<file path="src/rtl/acc_alu_pkg.sv">
package acc_alu_pkg;

  localparam int OPW = 4;

  typedef enum logic [OPW-1:0] {
    OP_MOV = 4'd0,
    OP_ADD = 4'd1,
    OP_SUB = 4'd2,
    OP_AND = 4'd3,
    OP_IOR = 4'd4,
    OP_XOR = 4'd5,
    OP_CMP = 4'd6,
    OP_INC = 4'd7,
    OP_DEC = 4'd8,
    OP_RLC = 4'd9,
    OP_RRC = 4'd10,
    OP_CLR = 4'd11
  } op_e;

  localparam logic [OPW-1:0] OP_FIRST_RSV = 4'd12;

  typedef struct packed {
    logic c;
    logic dc;
    logic z;
  } flag_t;

endpackage

</file>
<file path="src/rtl/acc_alu_core.sv">
module acc_alu_core
  import acc_alu_pkg::*;
#(
  parameter int DW = 8
) (
  input  op_e           op,
  input  logic [DW-1:0] w,
  input  logic [DW-1:0] b,
  input  logic          cin,
  output logic [DW-1:0] res,
  output flag_t         nf,
  output flag_t         upd,
  output logic          legal
);
  localparam int HW = DW / 2;

  logic [DW:0]   add_s;
  logic [DW:0]   sub_s;
  logic [DW-1:0] w_n;

  assign w_n   = ~w;
  assign add_s = {1'b0, w} + {1'b0, b};
  assign sub_s = {1'b0, b} + {1'b0, w_n} + (DW+1)'(1);

  always_comb begin
    res    = b;
    nf.c   = cin;
    nf.dc  = 1'b0;
    upd    = '0;
    legal  = 1'b1;
    case (op)
      OP_MOV: begin res = b;                upd.z = 1'b1; end
      OP_AND: begin res = w & b;            upd.z = 1'b1; end
      OP_IOR: begin res = w | b;            upd.z = 1'b1; end
      OP_XOR: begin res = w ^ b;            upd.z = 1'b1; end
      OP_CMP: begin res = ~b;               upd.z = 1'b1; end
      OP_INC: begin res = b + DW'(1);       upd.z = 1'b1; end
      OP_DEC: begin res = b - DW'(1);       upd.z = 1'b1; end
      OP_CLR: begin res = '0;               upd.z = 1'b1; end
      OP_ADD: begin
        res   = add_s[DW-1:0];
        nf.c  = add_s[DW];
        nf.dc = add_s[HW] ^ w[HW] ^ b[HW];
        upd   = '{c: 1'b1, dc: 1'b1, z: 1'b1};
      end
      OP_SUB: begin
        res   = sub_s[DW-1:0];
        nf.c  = sub_s[DW];
        nf.dc = sub_s[HW] ^ w_n[HW] ^ b[HW];
        upd   = '{c: 1'b1, dc: 1'b1, z: 1'b1};
      end
      OP_RLC: begin
        res   = {b[DW-2:0], cin};
        nf.c  = b[DW-1];
        upd.c = 1'b1;
      end
      OP_RRC: begin
        res   = {cin, b[DW-1:1]};
        nf.c  = b[0];
        upd.c = 1'b1;
      end
      default: begin
        res   = b;
        legal = 1'b0;
      end
    endcase
    nf.z = (res == '0);
  end

endmodule

</file>
<file path="src/rtl/acc_alu_status.sv">
module acc_alu_status
  import acc_alu_pkg::*;
(
  input  logic  clk,
  input  logic  rst,
  input  logic  en,
  input  flag_t upd,
  input  flag_t nf,
  output flag_t q
);
  always_ff @(posedge clk) begin
    if (rst) begin
      q <= '0;
    end else if (en) begin
      if (upd.c)  q.c  <= nf.c;
      if (upd.dc) q.dc <= nf.dc;
      if (upd.z)  q.z  <= nf.z;
    end
  end
endmodule

</file>
<file path="src/rtl/acc_alu_wreg.sv">
module acc_alu_wreg #(
  parameter int DW = 8
) (
  input  logic          clk,
  input  logic          rst,
  input  logic          we,
  input  logic [DW-1:0] d,
  output logic [DW-1:0] q
);
  always_ff @(posedge clk) begin
    if (rst)     q <= '0;
    else if (we) q <= d;
  end
endmodule

</file>
<file path="src/rtl/acc_alu.sv">
module acc_alu
  import acc_alu_pkg::*;
#(
  parameter int DW = 8
) (
  input  logic          clk,
  input  logic          rst,
  input  logic          valid_i,
  input  logic [3:0]    op_i,
  input  logic [1:0]    src_i,
  input  logic [DW-1:0] file_i,
  input  logic [DW-1:0] lit_i,
  input  logic          dest_w_i,
  output logic [DW-1:0] res_o,
  output logic          res_vld_o,
  output logic          wb_o,
  output logic [DW-1:0] w_o,
  output logic          c_o,
  output logic          dc_o,
  output logic          z_o
);
  op_e           op_d;
  logic [DW-1:0] opnd;
  logic [DW-1:0] res_c;
  flag_t         nf_c;
  flag_t         upd_c;
  flag_t         flg_q;
  logic          legal_c;
  logic          w_we;

  assign op_d = op_e'(op_i);
  assign opnd = src_i[1] ? w_o : (src_i[0] ? lit_i : file_i);

  acc_alu_core #(.DW(DW)) u_core (
    .op    (op_d),
    .w     (w_o),
    .b     (opnd),
    .cin   (flg_q.c),
    .res   (res_c),
    .nf    (nf_c),
    .upd   (upd_c),
    .legal (legal_c)
  );

  acc_alu_status u_status (
    .clk (clk),
    .rst (rst),
    .en  (valid_i),
    .upd (upd_c),
    .nf  (nf_c),
    .q   (flg_q)
  );

  assign w_we = valid_i && legal_c && dest_w_i;

  acc_alu_wreg #(.DW(DW)) u_wreg (
    .clk (clk),
    .rst (rst),
    .we  (w_we),
    .d   (res_c),
    .q   (w_o)
  );

  always_ff @(posedge clk) begin
    if (rst) begin
      res_o     <= '0;
      res_vld_o <= 1'b0;
      wb_o      <= 1'b0;
    end else begin
      res_vld_o <= valid_i;
      wb_o      <= valid_i && legal_c && !dest_w_i;
      if (valid_i) res_o <= res_c;
    end
  end

  assign c_o  = flg_q.c;
  assign dc_o = flg_q.dc;
  assign z_o  = flg_q.z;

  AST_RESET_CLEAN: assert property (@(posedge clk)
    rst |=> (!res_vld_o && !wb_o && w_o == '0 && !c_o && !dc_o && !z_o));

  AST_SUB_EQUAL_ZERO: assert property (@(posedge clk) disable iff (rst)
    (valid_i && op_i == OP_SUB && opnd == w_o)
    |=> (z_o && c_o && dc_o && res_o == '0));

  AST_ZONLY_KEEPS_C: assert property (@(posedge clk) disable iff (rst)
    (valid_i && (op_i == OP_MOV || op_i == OP_AND || op_i == OP_IOR ||
                 op_i == OP_XOR || op_i == OP_CMP || op_i == OP_INC ||
                 op_i == OP_DEC || op_i == OP_CLR))
    |=> ($stable(c_o) && $stable(dc_o)));

  AST_CLEAR_SETS_Z: assert property (@(posedge clk) disable iff (rst)
    (valid_i && op_i == OP_CLR) |=> (z_o && res_o == '0));

  AST_ROT_KEEPS_Z: assert property (@(posedge clk) disable iff (rst)
    (valid_i && (op_i == OP_RLC || op_i == OP_RRC))
    |=> ($stable(z_o) && $stable(dc_o)));

  AST_WB_LEAVES_W: assert property (@(posedge clk) disable iff (rst)
    (valid_i && !dest_w_i && op_i < OP_FIRST_RSV)
    |=> (wb_o && $stable(w_o)));

  AST_RSV_NO_EFFECT: assert property (@(posedge clk) disable iff (rst)
    (valid_i && op_i >= OP_FIRST_RSV)
    |=> (!wb_o && res_vld_o && $stable(w_o) && $stable({c_o, dc_o, z_o})));

  AST_IDLE_QUIET: assert property (@(posedge clk) disable iff (rst)
    !valid_i
    |=> (!res_vld_o && !wb_o && $stable(w_o) && $stable({c_o, dc_o, z_o})));

endmodule

</file>
<file path="config.mk">
export PLATFORM = sky130hd
export DESIGN_NAME = acc_alu
export DESIGN_NICKNAME = d
export VERILOG_FILES = /design/src/rtl/acc_alu_pkg.sv /design/src/rtl/acc_alu_core.sv /design/src/rtl/acc_alu_status.sv /design/src/rtl/acc_alu_wreg.sv /design/src/rtl/acc_alu.sv
export SDC_FILE = /design/constraint.sdc
export NUM_CORES = 1
export LEC_CHECK = 0
export ABC_AREA = 0
export BUFFER_PORTS_ARGS = -buffer_cell sky130_fd_sc_hd__buf_4
export CAP_MARGIN = 0
export CORE_MARGIN = 1
export CORE_UTILIZATION = 35
export DETAILED_ROUTE_END_ITERATION = 10
export HOLD_SLACK_MARGIN = 0.1
export SKIP_LAST_GASP = 1
export SYNTH_ARGS = -nofsm -noshare
export SYNTH_HDL_FRONTEND = slang
export SYNTH_SLANG_ARGS = --single-unit
</file>
<file path="constraint.sdc">
create_clock -name clk -period 2.95 [get_ports clk]
set_input_delay 0.1475 -clock clk [delete_from_list [all_inputs] [get_ports clk]]
set_output_delay 0.1475 -clock clk [all_outputs]
set_load 0.02 [all_outputs]
</file>
* Yosys cells after proc, flatten, opt, wreduce, memory -nomap -nowiden
Index checks and enable logic that the tools add are counted.
** Storage, ports and cells
- Bits in registers :: 21
- Latch bits :: 0
- RAM bits :: 0
- Memory bits (read-only) :: 0
- Input bits :: 26
- Output and inout bits :: 21
- Logic and storage cells :: 55
- Memories :: 0
** Operators by class
- $add $sub $neg :: 5
- Multipliers :: 0
- Div/mod/pow operators :: 0
- Magnitude comparators :: 0
- Equality and inequality tests :: 11
- Shifts and indexed selects :: 0
- Multiplexer cells :: 9
- Bitwise gates (word level) :: 9
- Reductions and logical operators :: 14
** Operators by type and width (number)
- 8-bit one-hot mux with 11 select lines :: 1
- 8-bit by 8-bit adder with 9-bit output :: 2
- 4-bit by 3-bit == test with 1-bit output, second input constant :: 4
- 4-bit == test, second input constant :: 4
- 8-bit 2-to-1 mux :: 2
- 8-bit NOT :: 2
- 12-bit OR reduction :: 1
- 10-bit OR reduction :: 1
- 9-bit by 1-bit adder with 9-bit output, second input constant :: 1
- 8-bit by 1-bit adder with 8-bit output, second input constant :: 1
- 8-bit bitwise AND :: 1
- 4-bit by 2-bit == test with 1-bit output, second input constant :: 2
- 8-bit zero test :: 1
- 8-bit OR :: 1
- 8-bit by 1-bit subtractor with 8-bit output, second input constant :: 1
- 8-bit bitwise XOR :: 1
- 4-bit by 1-bit == test with 1-bit output, second input constant :: 1
- 4-bit zero test :: 1
- 1-bit 2-to-1 mux :: 4
- 1-bit one-hot mux with 4 select lines :: 1
- 2-bit AND reduction :: 2
- 4-bit nonzero test :: 1
- 4-bit OR reduction :: 1
- 1-bit bitwise XOR :: 4
- 5 further kinds :: 7

* Logic depth before layout (Yosys ltp)
- Depth after elaboration :: 7
- Mapped depth :: 15
- Mapped depth without buffers :: 14

* Cells and area by module
A second synthesis with hierarchy kept.
** Unflattened totals
- Cells, all modules :: 406
- Area total of the unflattened synthesis :: 3026.7 µm²
** By module, submodules not included
- acc_alu_core :: times used 1, cells an instance 310, area an instance 2100.8 µm², sequential area each 0.0 µm²
- acc_alu :: times used 1, cells an instance 58, area an instance 520.5 µm², sequential area each 200.2 µm²
- acc_alu_wreg :: times used 1, cells an instance 26, area an instance 285.3 µm², sequential area each 160.2 µm²
- acc_alu_status :: times used 1, cells an instance 12, area an instance 120.1 µm², sequential area each 60.1 µm²

* Least setup slack after synthesis
OpenSTA, ideal clock, no wires.
- Path kind :: flip-flop to flip-flop
- From :: register u_wreg.q[0]
- To :: register u_status.q[0] (netlist bit)
- Setup time :: 0.059 ns
- Arrival time :: 3.009 ns
- Data required time :: 2.891 ns
- Setup slack :: -0.118 ns
- Cell stages (with the launch flop) :: 15
- Path buffers :: 0
- Clock period less this slack :: 3.068 ns
- Path through :: dfxtp_1 > inv_1 > mux2_4 > inv_1 > ha_1 > inv_1 > fa_1 > xnor2_1 > a22oi_1 > o221ai_1 > o31a_1 > nor3_1 > nand4bb_1 > nor4_1 > a32o_2
** Between the ends
- Word-level cells in the longest chain between the ends :: 5
- Elaborated cells on any way between the ends :: 13
- Classes of those cells :: 5 x add/sub; 2 x mux; 5 x bitwise; 1 x reduce/logical
** Ends and longest elaborated chain
- start, declared :: RTL line acc_alu_wreg.sv:8 : output logic [DW-1:0] q
- start signal, assigned :: RTL line acc_alu_wreg.sv:11 : if (rst) q <= '0;
- start signal, assigned :: RTL line acc_alu_wreg.sv:12 : else if (we) q <= d;
- 8-bit 2-to-1 mux / 8-bit NOT (equally long branches) :: RTL line acc_alu.sv:32, acc_alu_core.sv:21
- 8-bit by 8-bit adder with 9-bit output :: RTL line acc_alu_core.sv:23 : assign sub_s = {1'b0, b} + {1'b0, w_n} + (DW+1)'(1);
- 9-bit by 1-bit adder with 9-bit output :: RTL line acc_alu_core.sv:23
- 8-bit one-hot mux with 11 select lines (*) :: RTL line acc_alu_core.sv:31 : case (op)
- 8-bit zero test (*) :: RTL line acc_alu_core.sv:67 : nf.z = (res == '0);
- end, declared :: RTL line acc_alu_status.sv:9 : output flag_t q
Mark *: on every way between the ends. The rest lies on a longest branch, timed or not.
A chain may end at the register's enable or synchronous reset.

* Worst setup path after layout
Same ends and word-level chain as after synthesis.

==> PnR_summary.wiki <==
{| class="wikitable"
! Metric !! Value
|-
| Result of the run || finished, final reports clean
|-
| Endpoint type of the worst setup path || flip-flop
|-
| Hold Crit Class || primary input to flip-flop
|-
| Core Rows || 33
|-
| H-tree depth || 1
|-
| Synthesized Nets || about 450
|-
| Netlist cell types || 70
|-
| Dominant delay contributor by cell family on the critical path || compound AO/OA/AOI/OAI gates
|-
| CP max stage delay || 0.41 ns
|-
| Netlist area before placement || 3000 um^2
|-
| CP Launch Type || flip-flop
|-
| Via density per instance || 5.91
|-
| Arrival time worst endpoint || 3.06 ns
|-
| Width of the die || about 95 um
|-
| Relative slew slack || 56.0%
|-
| Initial core utilization || a little over a third
|-
| Number of enable-type register cells in the synthesized netlist || 0
|-
| Power per Cell Area || 308 nW/um^2
|-
| Non-filler cells in the finished layout || ~580
|-
| Residual DRC count || 0
|-
| Number of register bits inferred by synthesis || 21
|-
| Fraction of registers with async set/reset || 0%
|-
| Share of cells above drive strength 1 || 29.6%
|-
| Library cell contributing the largest single delay on the critical path || sky130_fd_sc_hd__fa_2
|-
| IO Count || 47
|-
| Worst IR Drop VDD || between 0.0002 and 0.00025 V
|-
| Top cell type by total area after synthesis || sky130_fd_sc_hd__dfxtp_1
|-
| HPWL reported at the end of detailed placement || 8210 um
|-
| CTS clk-pin slew, worst paths || ~0.080 ns
|-
| Yosys warning count || 0
|-
| DRT iter0 DRCs || 333
|-
| Routed len/inst || 18.2 um
|-
| Router iterations before antenna repair || 6
|-
| Port bufs || 46
|-
| Number of buffers added by the clock tree synthesis step || 3
|-
| Worst hold start || rst
|-
| Overall power of the completed layout || 1.19 mW
|-
| Fmax || 351 MHz
|-
| Later-pin clock latency in the skew report || 0.26 ns
|-
| Total via count in the routed design || 3414
|-
| Worst endpoint required time || approximately 3.2 ns
|-
| Sequential fraction of the synthesis area || roughly 14%
|-
| Final critical-path required period || 2.85 ns
|-
| Critical path peak fanout || 4
|-
| Routed wire length || 10500 um
|-
| Antenna violations before repair || 0
|-
| Die outline area || 8940 um^2
|-
| Avg Synthesized Cell Area || roughly 7.6 um^2
|-
| Largest cells by area after synthesis || sky130_fd_sc_hd__dfxtp_1 14%, sky130_fd_sc_hd__ha_1 13%, sky130_fd_sc_hd__a21oi_1 4.8%, sky130_fd_sc_hd__nand2_1 4.6%, sky130_fd_sc_hd__nor2_1 4.3%
|-
| Via count of the first global-routing pass || 3059
|-
| Diode insertion count for antenna repair || 0
|-
| Prevailing post-synth register cell || sky130_fd_sc_hd__dfxtp_1
|-
| Final Skew || 0.00189 ns
|-
| Worst-margin pin slew || 0.659 ns
|-
| Max-slew violation count || 0
|-
| Final-report setup violation count || 0
|-
| Global-route wire length before repair || between 15000 and 20000 um
|-
| Start-to-end type of the worst setup path || flip-flop to flip-flop
|-
| Placed cells || about 570
|-
| Vertical die dimension || 94.6 um
|-
| Maximum number of pins on one net before global-route repair || 23
|-
| Critical-path cell list || inv_1 > mux2_4 > inv_2 > ha_2 > inv_1 > fa_2 > o31ai_4 > a31oi_1 > xnor2_1 > a22oi_2 > a32oi_2 > nor4_2 > a32o_2
|-
| ANT nets after route || 0
|-
| Maximum count of clock buffers along a single path || 2
|-
| P_leak || 1.71 nW
|-
| Post-route fraction of the period consumed by the critical path || between 90% and 100%
|-
| Startpoint of the worst setup timing path || u_wreg.q[0]$_SDFFE_PP0P_
|-
| Hold violation count in the final report || 0
|-
| Clock Sinks || 21
|-
| Worst path bufs/invs || 3
|-
| Final GP Congestion || 0.928
|-
| Placeable core area || ~8300 um^2
|-
| Clock tree root buffer cell || sky130_fd_sc_hd__clkbuf_8
|-
| Overall Global Routing Usage || a little under a quarter
|-
| Total congestion overflow after global routing || 0
|-
| Max cap viols || 0
|-
| Worst path most repeated cell || sky130_fd_sc_hd__inv_1
|-
| RSZ-0062 raised after global routing || yes
|-
| TritonCTS clock tree || built
|-
| Startpoint of the lowest-slack register-to-register path || u_wreg.q[0]$_SDFFE_PP0P_
|-
| Nets@finish || 534
|-
| Top cell type's share of synthesized area || approximately 14%
|-
| Cell count after synthesis || 393
|-
| Synthesis-to-finish area growth || 29.0%
|}
==> per-layer routing <==
layer / routed length, um / global-route usage [%] / vias up
li1: - / - / 1596
met1: 4730 / 33.1 / 1610
met2: 4690 / 38.3 / 187
met3: 908 / 2.82 / 21
met4: 180 / 3.28 / 0
met5: 0 / 0 / -
==> per-stage QoR <==
step	TNS, ns	area (um^2)	hold slack, ns	worst slack [ns]	utilization [%]
6_report	0	3870	0.209	0.102	46.8
5_1_grt	-0.0686	3870	0.213	-0.0564	46.8
4_1_cts	0	3790	0.194	0.0261	46.0
3_5_place_dp	-0.644	3730	0.333	-0.178	45.1
3_3_place_gp	-0.507	3730	0.330	-0.162	45.1
2_1_floorplan	0	3000	0.219	0.0342	-
==> registers in the layout, indices dropped and copies added, names as in the netlist <==
register and count:
wb_o 1, u_status.q 3, u_wreg.q 8, res_o 8, res_vld_o 1
==> worst paths after layout <==
path	slack [ns]	depth (start not counted)	end
max reg2reg	0.10	13	u_status.q[0]$_SDFFE_PP0P_
min reg2reg	0.49	2	res_o[7]$_SDFFE_PP0P_
max	0.10	13	u_status.q[0]$_SDFFE_PP0P_
min	0.21	2	u_wreg.q[0]$_SDFFE_PP0P_
==> power by group <==
part           switching (mW)  total, mW  internal [mW]
combinational           0.382      0.691          0.309
sequential             0.0128      0.314          0.301
clock                  0.0939      0.188         0.0941
total                   0.489       1.19          0.704
==> layout make-up <==
class,count,area (um^2)
flip-flops and latches,21,424
clock inverters,1,5.00
inverters,31,116
clock buffers,3,41.3
repair buffers,99,746
fillers,817,4390
well taps,105,131
multi-input cells,318,2400
==> cells by family (layout without fill, tap and decap cells) <==
group	Yosys count	in the layout	share of synthesized area, %
AOI/OAI and AO/OA	132	132	32.0
muxes	16	16	6.55
xor gates and xnor gates	14	14	4.09
and+or+nand+nor	122	122	20.1
buffers and inverters	54	134	8.35
adders and majority gates	34	34	14.9
DFF	21	21	14.0
==> repair_timing <==
item,in CTS,in global routing
endpoints found under the setup margin,3,7
gates resized for setup,2,14
gates cloned,0,0
endpoints found under the hold margin,1,0
pin swaps,0,12
hold buffers,1,0
setup buffers,0,1
==> layout by cell type (no fill, tap or decap), drive strengths merged, types with 3 or more instances in the layout <==
cell type,instances
o22ai,7
mux2i,12
nor3,6
inv,31
o31ai,4
nand2b,6
mux2,4
or3,3
buf,98
a22oi,9
nor2b,9
fa,3
o211ai,4
nor2,34
dfxtp,21
xnor2,11
ha,31
xor2,3
nand2,38
nand3,6
a21o,3
o21ai,18
nor4,4
o21a,8
or2,4
a21oi,31
o221ai,6
and3,3
a211oi,7
a31oi,5
clkbuf,3
a32oi,9
==> Yosys cell counts, types with 5 or more instances <==
cell type                   n
sky130_fd_sc_hd__nand2b_1   6
sky130_fd_sc_hd__o21ai_0   14
sky130_fd_sc_hd__a211oi_1   6
sky130_fd_sc_hd__a22oi_1    8
sky130_fd_sc_hd__nor2_1    34
sky130_fd_sc_hd__buf_2      8
sky130_fd_sc_hd__o21a_1     8
sky130_fd_sc_hd__a32oi_1    9
sky130_fd_sc_hd__dfxtp_1   21
sky130_fd_sc_hd__nand2_1   37
sky130_fd_sc_hd__nor2b_1    8
sky130_fd_sc_hd__nand3_1    6
sky130_fd_sc_hd__o22ai_1    7
sky130_fd_sc_hd__inv_1     30
sky130_fd_sc_hd__xnor2_1   11
sky130_fd_sc_hd__a21oi_1   29
sky130_fd_sc_hd__ha_1      31
sky130_fd_sc_hd__mux2i_1   10
sky130_fd_sc_hd__a31oi_1    5
sky130_fd_sc_hd__nor3_1     6
sky130_fd_sc_hd__o221ai_1   6
sky130_fd_sc_hd__clkbuf_1   7
Power figures use the tool's default switching activity.
